$ cat config.mk
export PLATFORM = sky130hd
export DESIGN_NAME = mac_unit
export DESIGN_NICKNAME = d
export VERILOG_FILES = /design/src/rtl/mac_pkg.sv /design/src/rtl/mac_opreg.sv /design/src/rtl/mac_ctrl.sv /design/src/rtl/mac_datapath.sv /design/src/rtl/mac_unit.sv
export SDC_FILE = /design/constraint.sdc
export NUM_CORES = 1
export LEC_CHECK = 0
export BUFFER_PORTS_ARGS = -buffer_cell sky130_fd_sc_hd__buf_2
export CORE_ASPECT_RATIO = 1.5
export CORE_MARGIN = 1
export CORE_UTILIZATION = 40
export DETAILED_ROUTE_END_ITERATION = 12
export PLACE_DENSITY_LB_ADDON = 0.25
export SETUP_SLACK_MARGIN = 0.02
export SYNTH_ARGS = -nofsm -noshare
export SYNTH_HDL_FRONTEND = slang
export SYNTH_HIERARCHICAL = 1
export SYNTH_SLANG_ARGS = --single-unit
$ cat constraint.sdc
create_clock -name clk -period 8.8 [get_ports clk]
set_clock_uncertainty 0.2 [all_clocks]
set_input_delay 1.32 -clock clk [delete_from_list [all_inputs] [get_ports clk]]
set_output_delay 1.32 -clock clk [all_outputs]
set_load 0.005 [all_outputs]
$ cat src/rtl/mac_pkg.sv
package mac_pkg;

  typedef struct packed {
    logic       capX;
    logic       capY;
    logic       capMode;
    logic       updRes;
    logic       preload;
    logic [2:0] preSel;
  } macStrobe_t;

  typedef struct packed {
    logic acc;
    logic sub;
    logic tc;
    logic rnd;
  } macMode_t;

endpackage

$ cat src/rtl/mac_opreg.sv
module mac_opreg #(
  parameter int W = 16
) (
  input  logic         clk,
  input  logic         rst,
  input  logic         load,
  input  logic [W-1:0] dIn,
  output logic [W-1:0] qOut
);
  always_ff @(posedge clk) begin
    if (rst)       qOut <= '0;
    else if (load) qOut <= dIn;
  end
endmodule

$ cat src/rtl/mac_ctrl.sv
module mac_ctrl
  import mac_pkg::*;
(
  input  logic       clk,
  input  logic       rst,
  input  logic       xLoad,
  input  logic       yLoad,
  input  logic       accEn,
  input  logic       subEn,
  input  logic       signedEn,
  input  logic       roundEn,
  input  logic       resLoad,
  input  logic       preloadReq,
  input  logic [2:0] preloadSel,
  output macStrobe_t strb,
  output macMode_t   modeQ
);
  logic captureAny;

  always_comb begin
    captureAny   = xLoad | yLoad;
    strb.capX    = xLoad;
    strb.capY    = yLoad;
    strb.capMode = captureAny;
    strb.updRes  = resLoad;
    strb.preload = resLoad & preloadReq;
    strb.preSel  = preloadSel;
  end

  // mode bits share the operand capture event
  always_ff @(posedge clk) begin
    if (rst) begin
      modeQ <= '0;
    end else if (captureAny) begin
      modeQ.acc <= accEn;
      modeQ.sub <= subEn;
      modeQ.tc  <= signedEn;
      modeQ.rnd <= roundEn;
    end
  end
endmodule

$ cat src/rtl/mac_datapath.sv
module mac_datapath
  import mac_pkg::*;
#(
  parameter int OP_W    = 16,
  parameter int GUARD_W = 3
) (
  input  logic                      clk,
  input  logic                      rst,
  input  macStrobe_t                strb,
  input  macMode_t                  modeQ,
  input  logic [OP_W-1:0]           xIn,
  input  logic [OP_W-1:0]           yIn,
  input  logic [GUARD_W-1:0]        preExt,
  input  logic [OP_W-1:0]           preHigh,
  input  logic [OP_W-1:0]           preLow,
  output logic [2*OP_W+GUARD_W-1:0] resQ
);
  localparam int PROD_W = 2 * OP_W;
  localparam int ACC_W  = PROD_W + GUARD_W;
  localparam int EXT_W  = ACC_W - OP_W;

  logic [OP_W-1:0]  xQ;
  logic [OP_W-1:0]  yQ;
  logic [ACC_W-1:0] xExt;
  logic [ACC_W-1:0] yExt;
  logic [ACC_W-1:0] prod;
  logic [ACC_W-1:0] rndAdd;
  logic [ACC_W-1:0] arith;
  logic [ACC_W-1:0] preVec;
  logic [ACC_W-1:0] preMask;
  logic [ACC_W-1:0] resNext;

  mac_opreg #(.W(OP_W)) xReg_i (
    .clk(clk), .rst(rst), .load(strb.capX), .dIn(xIn), .qOut(xQ)
  );
  mac_opreg #(.W(OP_W)) yReg_i (
    .clk(clk), .rst(rst), .load(strb.capY), .dIn(yIn), .qOut(yQ)
  );

  // sign-extend under signed select; the low ACC_W bits of the product
  // are then exact for both number formats
  always_comb begin
    xExt = {{EXT_W{modeQ.tc & xQ[OP_W-1]}}, xQ};
    yExt = {{EXT_W{modeQ.tc & yQ[OP_W-1]}}, yQ};
    prod = xExt * yExt;
  end

  always_comb begin
    rndAdd           = '0;
    rndAdd[OP_W-1]   = modeQ.rnd;
    if (!modeQ.acc)      arith = prod + rndAdd;
    else if (!modeQ.sub) arith = prod + resQ + rndAdd;
    else                 arith = prod - resQ + rndAdd;
  end

  always_comb begin
    preVec  = {preExt, preHigh, preLow};
    preMask = {{GUARD_W{strb.preSel[2]}}, {OP_W{strb.preSel[1]}}, {OP_W{strb.preSel[0]}}};
    if (strb.preload) resNext = (preVec & preMask) | (resQ & ~preMask);
    else              resNext = arith;
  end

  always_ff @(posedge clk) begin
    if (rst)              resQ <= '0;
    else if (strb.updRes) resQ <= resNext;
  end
endmodule

$ cat src/rtl/mac_unit.sv
module mac_unit
  import mac_pkg::*;
#(
  parameter int OP_W    = 16,
  parameter int GUARD_W = 3
) (
  input  logic               clk,
  input  logic               rst,
  input  logic               xLoad,
  input  logic               yLoad,
  input  logic [OP_W-1:0]    xIn,
  input  logic [OP_W-1:0]    yIn,
  input  logic               accEn,
  input  logic               subEn,
  input  logic               signedEn,
  input  logic               roundEn,
  input  logic               resLoad,
  input  logic               preloadReq,
  input  logic [2:0]         preloadSel,
  input  logic [GUARD_W-1:0] preExt,
  input  logic [OP_W-1:0]    preHigh,
  input  logic [OP_W-1:0]    preLow,
  output logic [GUARD_W-1:0] extOut,
  output logic [OP_W-1:0]    highOut,
  output logic [OP_W-1:0]    lowOut
);
  localparam int ACC_W = 2 * OP_W + GUARD_W;

  macStrobe_t       strb;
  macMode_t         modeQ;
  logic [ACC_W-1:0] resQ;

  mac_ctrl ctrl_i (
    .clk(clk), .rst(rst), .xLoad(xLoad), .yLoad(yLoad),
    .accEn(accEn), .subEn(subEn), .signedEn(signedEn), .roundEn(roundEn),
    .resLoad(resLoad), .preloadReq(preloadReq), .preloadSel(preloadSel),
    .strb(strb), .modeQ(modeQ)
  );

  mac_datapath #(.OP_W(OP_W), .GUARD_W(GUARD_W)) dp_i (
    .clk(clk), .rst(rst), .strb(strb), .modeQ(modeQ),
    .xIn(xIn), .yIn(yIn), .preExt(preExt), .preHigh(preHigh), .preLow(preLow),
    .resQ(resQ)
  );

  assign extOut  = resQ[ACC_W-1 -: GUARD_W];
  assign highOut = resQ[2*OP_W-1 -: OP_W];
  assign lowOut  = resQ[OP_W-1:0];
endmodule

=== Word-level counts from Yosys, hierarchy flattened ===
Cells that the tools add are included.

* Add/sub/neg operators: 5
* Multipliers: 1
* Multiplexer cells: 3
* Bitwise gates (word level): 8

{| class="wikitable"
|+ Operator list
! cell !! count
|-
| $add A35 B16 Y35 || 3
|-
| $mux W35 || 3
|-
| $and A35 B35 Y35 || 2
|-
| $add A35 B35 Y35 || 1
|-
| $not A35 Y35 || 1
|-
| $or A35 B35 Y35 || 1
|-
| $sub A35 B35 Y35 || 1
|-
| $mul A17 B17 Y34 || 1
|-
| $and A1 B1 Y1 || 3
|-
| $or A1 B1 Y1 || 1
|}

* Bits in registers: 71
* Output and inout bits: 35
* Word-level logic and storage cells: 24

=== Logic depth before layout (Yosys ltp) ===
* Word-level depth: 7
* Mapped depth: 37

=== Modules after synthesis ===
The synthesis kept the hierarchy.

{| class="wikitable"
|+ Modules (own cells, without submodules)
! module !! instances !! cells each !! area an instance (µm²)
|-
| mac_datapath || 1 || 2150 || 17938.5
|-
| mac_opreg || 2 || 52 || 580.6
|-
| mac_ctrl || 1 || 26 || 221.5
|}

=== Least setup slack after synthesis ===
OpenSTA, ideal clock, no wires.

* Path type: register to register
* Start: register dp_i.yReg_i.qOut[8]
* End: register with a tool-made name
* Library setup time: 0.062 ns
* Arrival time: 8.585 ns
* Setup slack: -0.048 ns
* Cell stages (with the launch flop): 36
* Path buffers: 3
* Path through: dfxtp_1 clkbuf_1 clkbuf_1 nand2_1 fa_1 inv_1 fa_1 inv_1 fa_1 inv_1 fa_1 fa_1 inv_1 fa_1 inv_1 ha_1 and3_1 buf_4 a221oi_2 a2bb2oi_2 a21oi_2 o21ai_1 mux2_4 or3_1 ha_1 ha_1 nand3_1 nor2_1 a21boi_0 nor2_1 a211oi_1 a211oi_1 a21oi_1 mux2_2 a2111oi_0 nand3b_1

{| class="wikitable"
|+ RTL lines
! what !! line !! RTL
|-
| start, declared || mac_opreg.sv:8 || <nowiki>output logic [W-1:0] qOut</nowiki>
|-
| start signal, assigned || mac_opreg.sv:12 || <nowiki>else if (load) qOut <= dIn;</nowiki>
|}

==> results.toml <==
[logic_synthesis]
synth_nets = 2876
synth_area_per_cell_sq_um = 8.48
syn_inst = 2277
ys_warn_count = 6
synth_area_sq_um = 19300

[timing]
period_minus_slack_ps = 8490
max_slew_margin_pct = 43.7
fmax_ghz = 0.118
tightest_slew_ps = 837
timing.final.max_slew_violations = 0
post-route-period-util_pct = 96.4
rsz0062_at_grt = "true"
setup_viol = 0
finalHoldViolCount = 0
postLayoutSetupSlackWorst_ps = 313

[clock_network]
ctsLongestPathBuffers = 2
root_buffer = "clkbuf_16"
cts-buffers-inserted = 9
cts.sinks = 71
clk_latency_ps = 380
htree_levels = 3
clk_pin_slew_ps = 80
cts_tree = "done"

[global_routing]
antenna_found_initial = 5
grt_pass1_wl_um = 93100
grt_overflow_total = 0
gr-usage-all-layers_pct = 24.4
grt_pass1_vias = 17868
grt_max_degree = 52

[detailed_routing]
num_vias = 16738
dr.pass1.iters = 5
drc = 0
wl_per_cell_um = 18.9
finalWirelength_um = 58600
ant_nets = 0
drt_iter0_markers = 727
viasPerCell = 5.39

[final_layout]
area_growth_pct = 17.1
layout_common_cells = "inv_1 (409), fa_1 (294), nand2_1 (210)"
final_layout_size_suffix_gt1_share_pct = 17.7
fill_cells = 4608
mostFrequentLayoutCell = "inv_1"
fin_nets = 3093
final_core_util_pct = 47.4

[worst_setup_path]
cp_num_buf_inv = 7
crit_type = "reg -> reg"
cp-start-kind = "register"
cp-end-kind = "register"
cp_top_family = "adder cells"
crit_arrival_ps = 8610
crit_path_top_delay_cell = "fa_1"
slowest_delay_ps = 550
worst-endpoint-required_ps = 8920
cp_max_fo = 3

[place]
dp_slack_ps = -343
globalplace.congestion = 0.956
port_buffers = 114
dp_hpwl_um = 49300

[power_and_ir_drop]
powerDensity_nw_per_um2 = 144
comb_power_share_pct = 72.5
power.switching_w = 0.00155
leakage_nw = 11.7
internal_power_w = 0.00170
seq_power_share_pct = 12.0
vdd_drop_max_uv = 92.7
switching_share_pct = 47.7
clkPwrFrac_pct = 15.5

[floorplan]
initial_utilization_pct = 40.5
die_area_sq_um = 49200
die_width_um = 181
fp-row-count = 98
core-area_sq_um = 47700
ioPinCount = 115
dieHeight_um = 271

[worst_hold_path]
hold_class = "reg -> reg"

[run_status]
outcome = "finished, final reports clean"

[job]
max-cap-violations = 0
==> power groups by stage <==
stage	combinational (W)	clock, W	sequential (W)
finish	0.00236	0.000503	0.000392
CTS	0.00222	0.000508	0.000391
global route	0.00259	0.000518	0.000395
global placement	0.00218	0	0.000397
detailed placement	0.00219	0	0.000398
floorplan	0.00145	0	0.000381
==> final timing paths <==
path                    to  slack, ps                 from  cells after the start
hold reg to reg   register        330             register                      2
hold / removal    register        330             register                      2
setup / recovery  register        310  dp_i/yReg_i/qOut[8]                     34
setup reg to reg  register        310  dp_i/yReg_i/qOut[8]                     34
==> timing repair <==
item                       4_1_cts  5_1_grt
hold buffers                     0        0
pin swaps                        4       36
setup endpoints to repair        6       13
gates resized for setup         29      101
setup buffers                    0        4
gates cloned                     0        0
==> worst min-delay path: cells and delay by family, from the launching register on <==
family	cells	cell delay, ps
flip-flops	1	330
buffers and inverters	1	90
AO/OA/AOI/OAI	1	60
==> per-stage QoR <==
| step | cells | power [W] | hold WS [ps] | instance area, sq um | setup TNS (ps) |
|---|---|---|---|---|---|
| 3_3_place_gp | 3079 | 0.00257 | 316 | 21600 | -159 |
| 4_1_cts | 3095 | 0.00312 | 334 | 22000 | 0 |
| 6_report | 3103 | 0.00325 | 333 | 22600 | 0 |
| 3_5_place_dp | 3079 | 0.00259 | 319 | 21600 | -542 |
| 2_1_floorplan | 2277 | 0.00183 | 258 | 19300 | 0 |
| 5_1_grt | 3103 | 0.00350 | 352 | 22600 | -257 |
==> routing by layer <==
layer	share of wire (%)	global-route usage, %	up-vias
met2	55	46.4	443
li1	-	-	7781
met4	5.8	15.1	0
met5	0	0	-
met3	3.0	2.37	165
met1	36	25.5	8349
==> final cells by class <==
cell class,count,area [sq um],share of cell area [%]
clock inverter,5,129,0.570
inverter,413,1550,6.86
multi-input combinational,1706,16500,72.8
timing repair buffer,293,1980,8.76
tap,600,751,3.32
antenna,4,10.0,0.0443
clock buffer,11,243,1.07
sequential,71,1480,6.53
(Power assumes the default switching activity.)
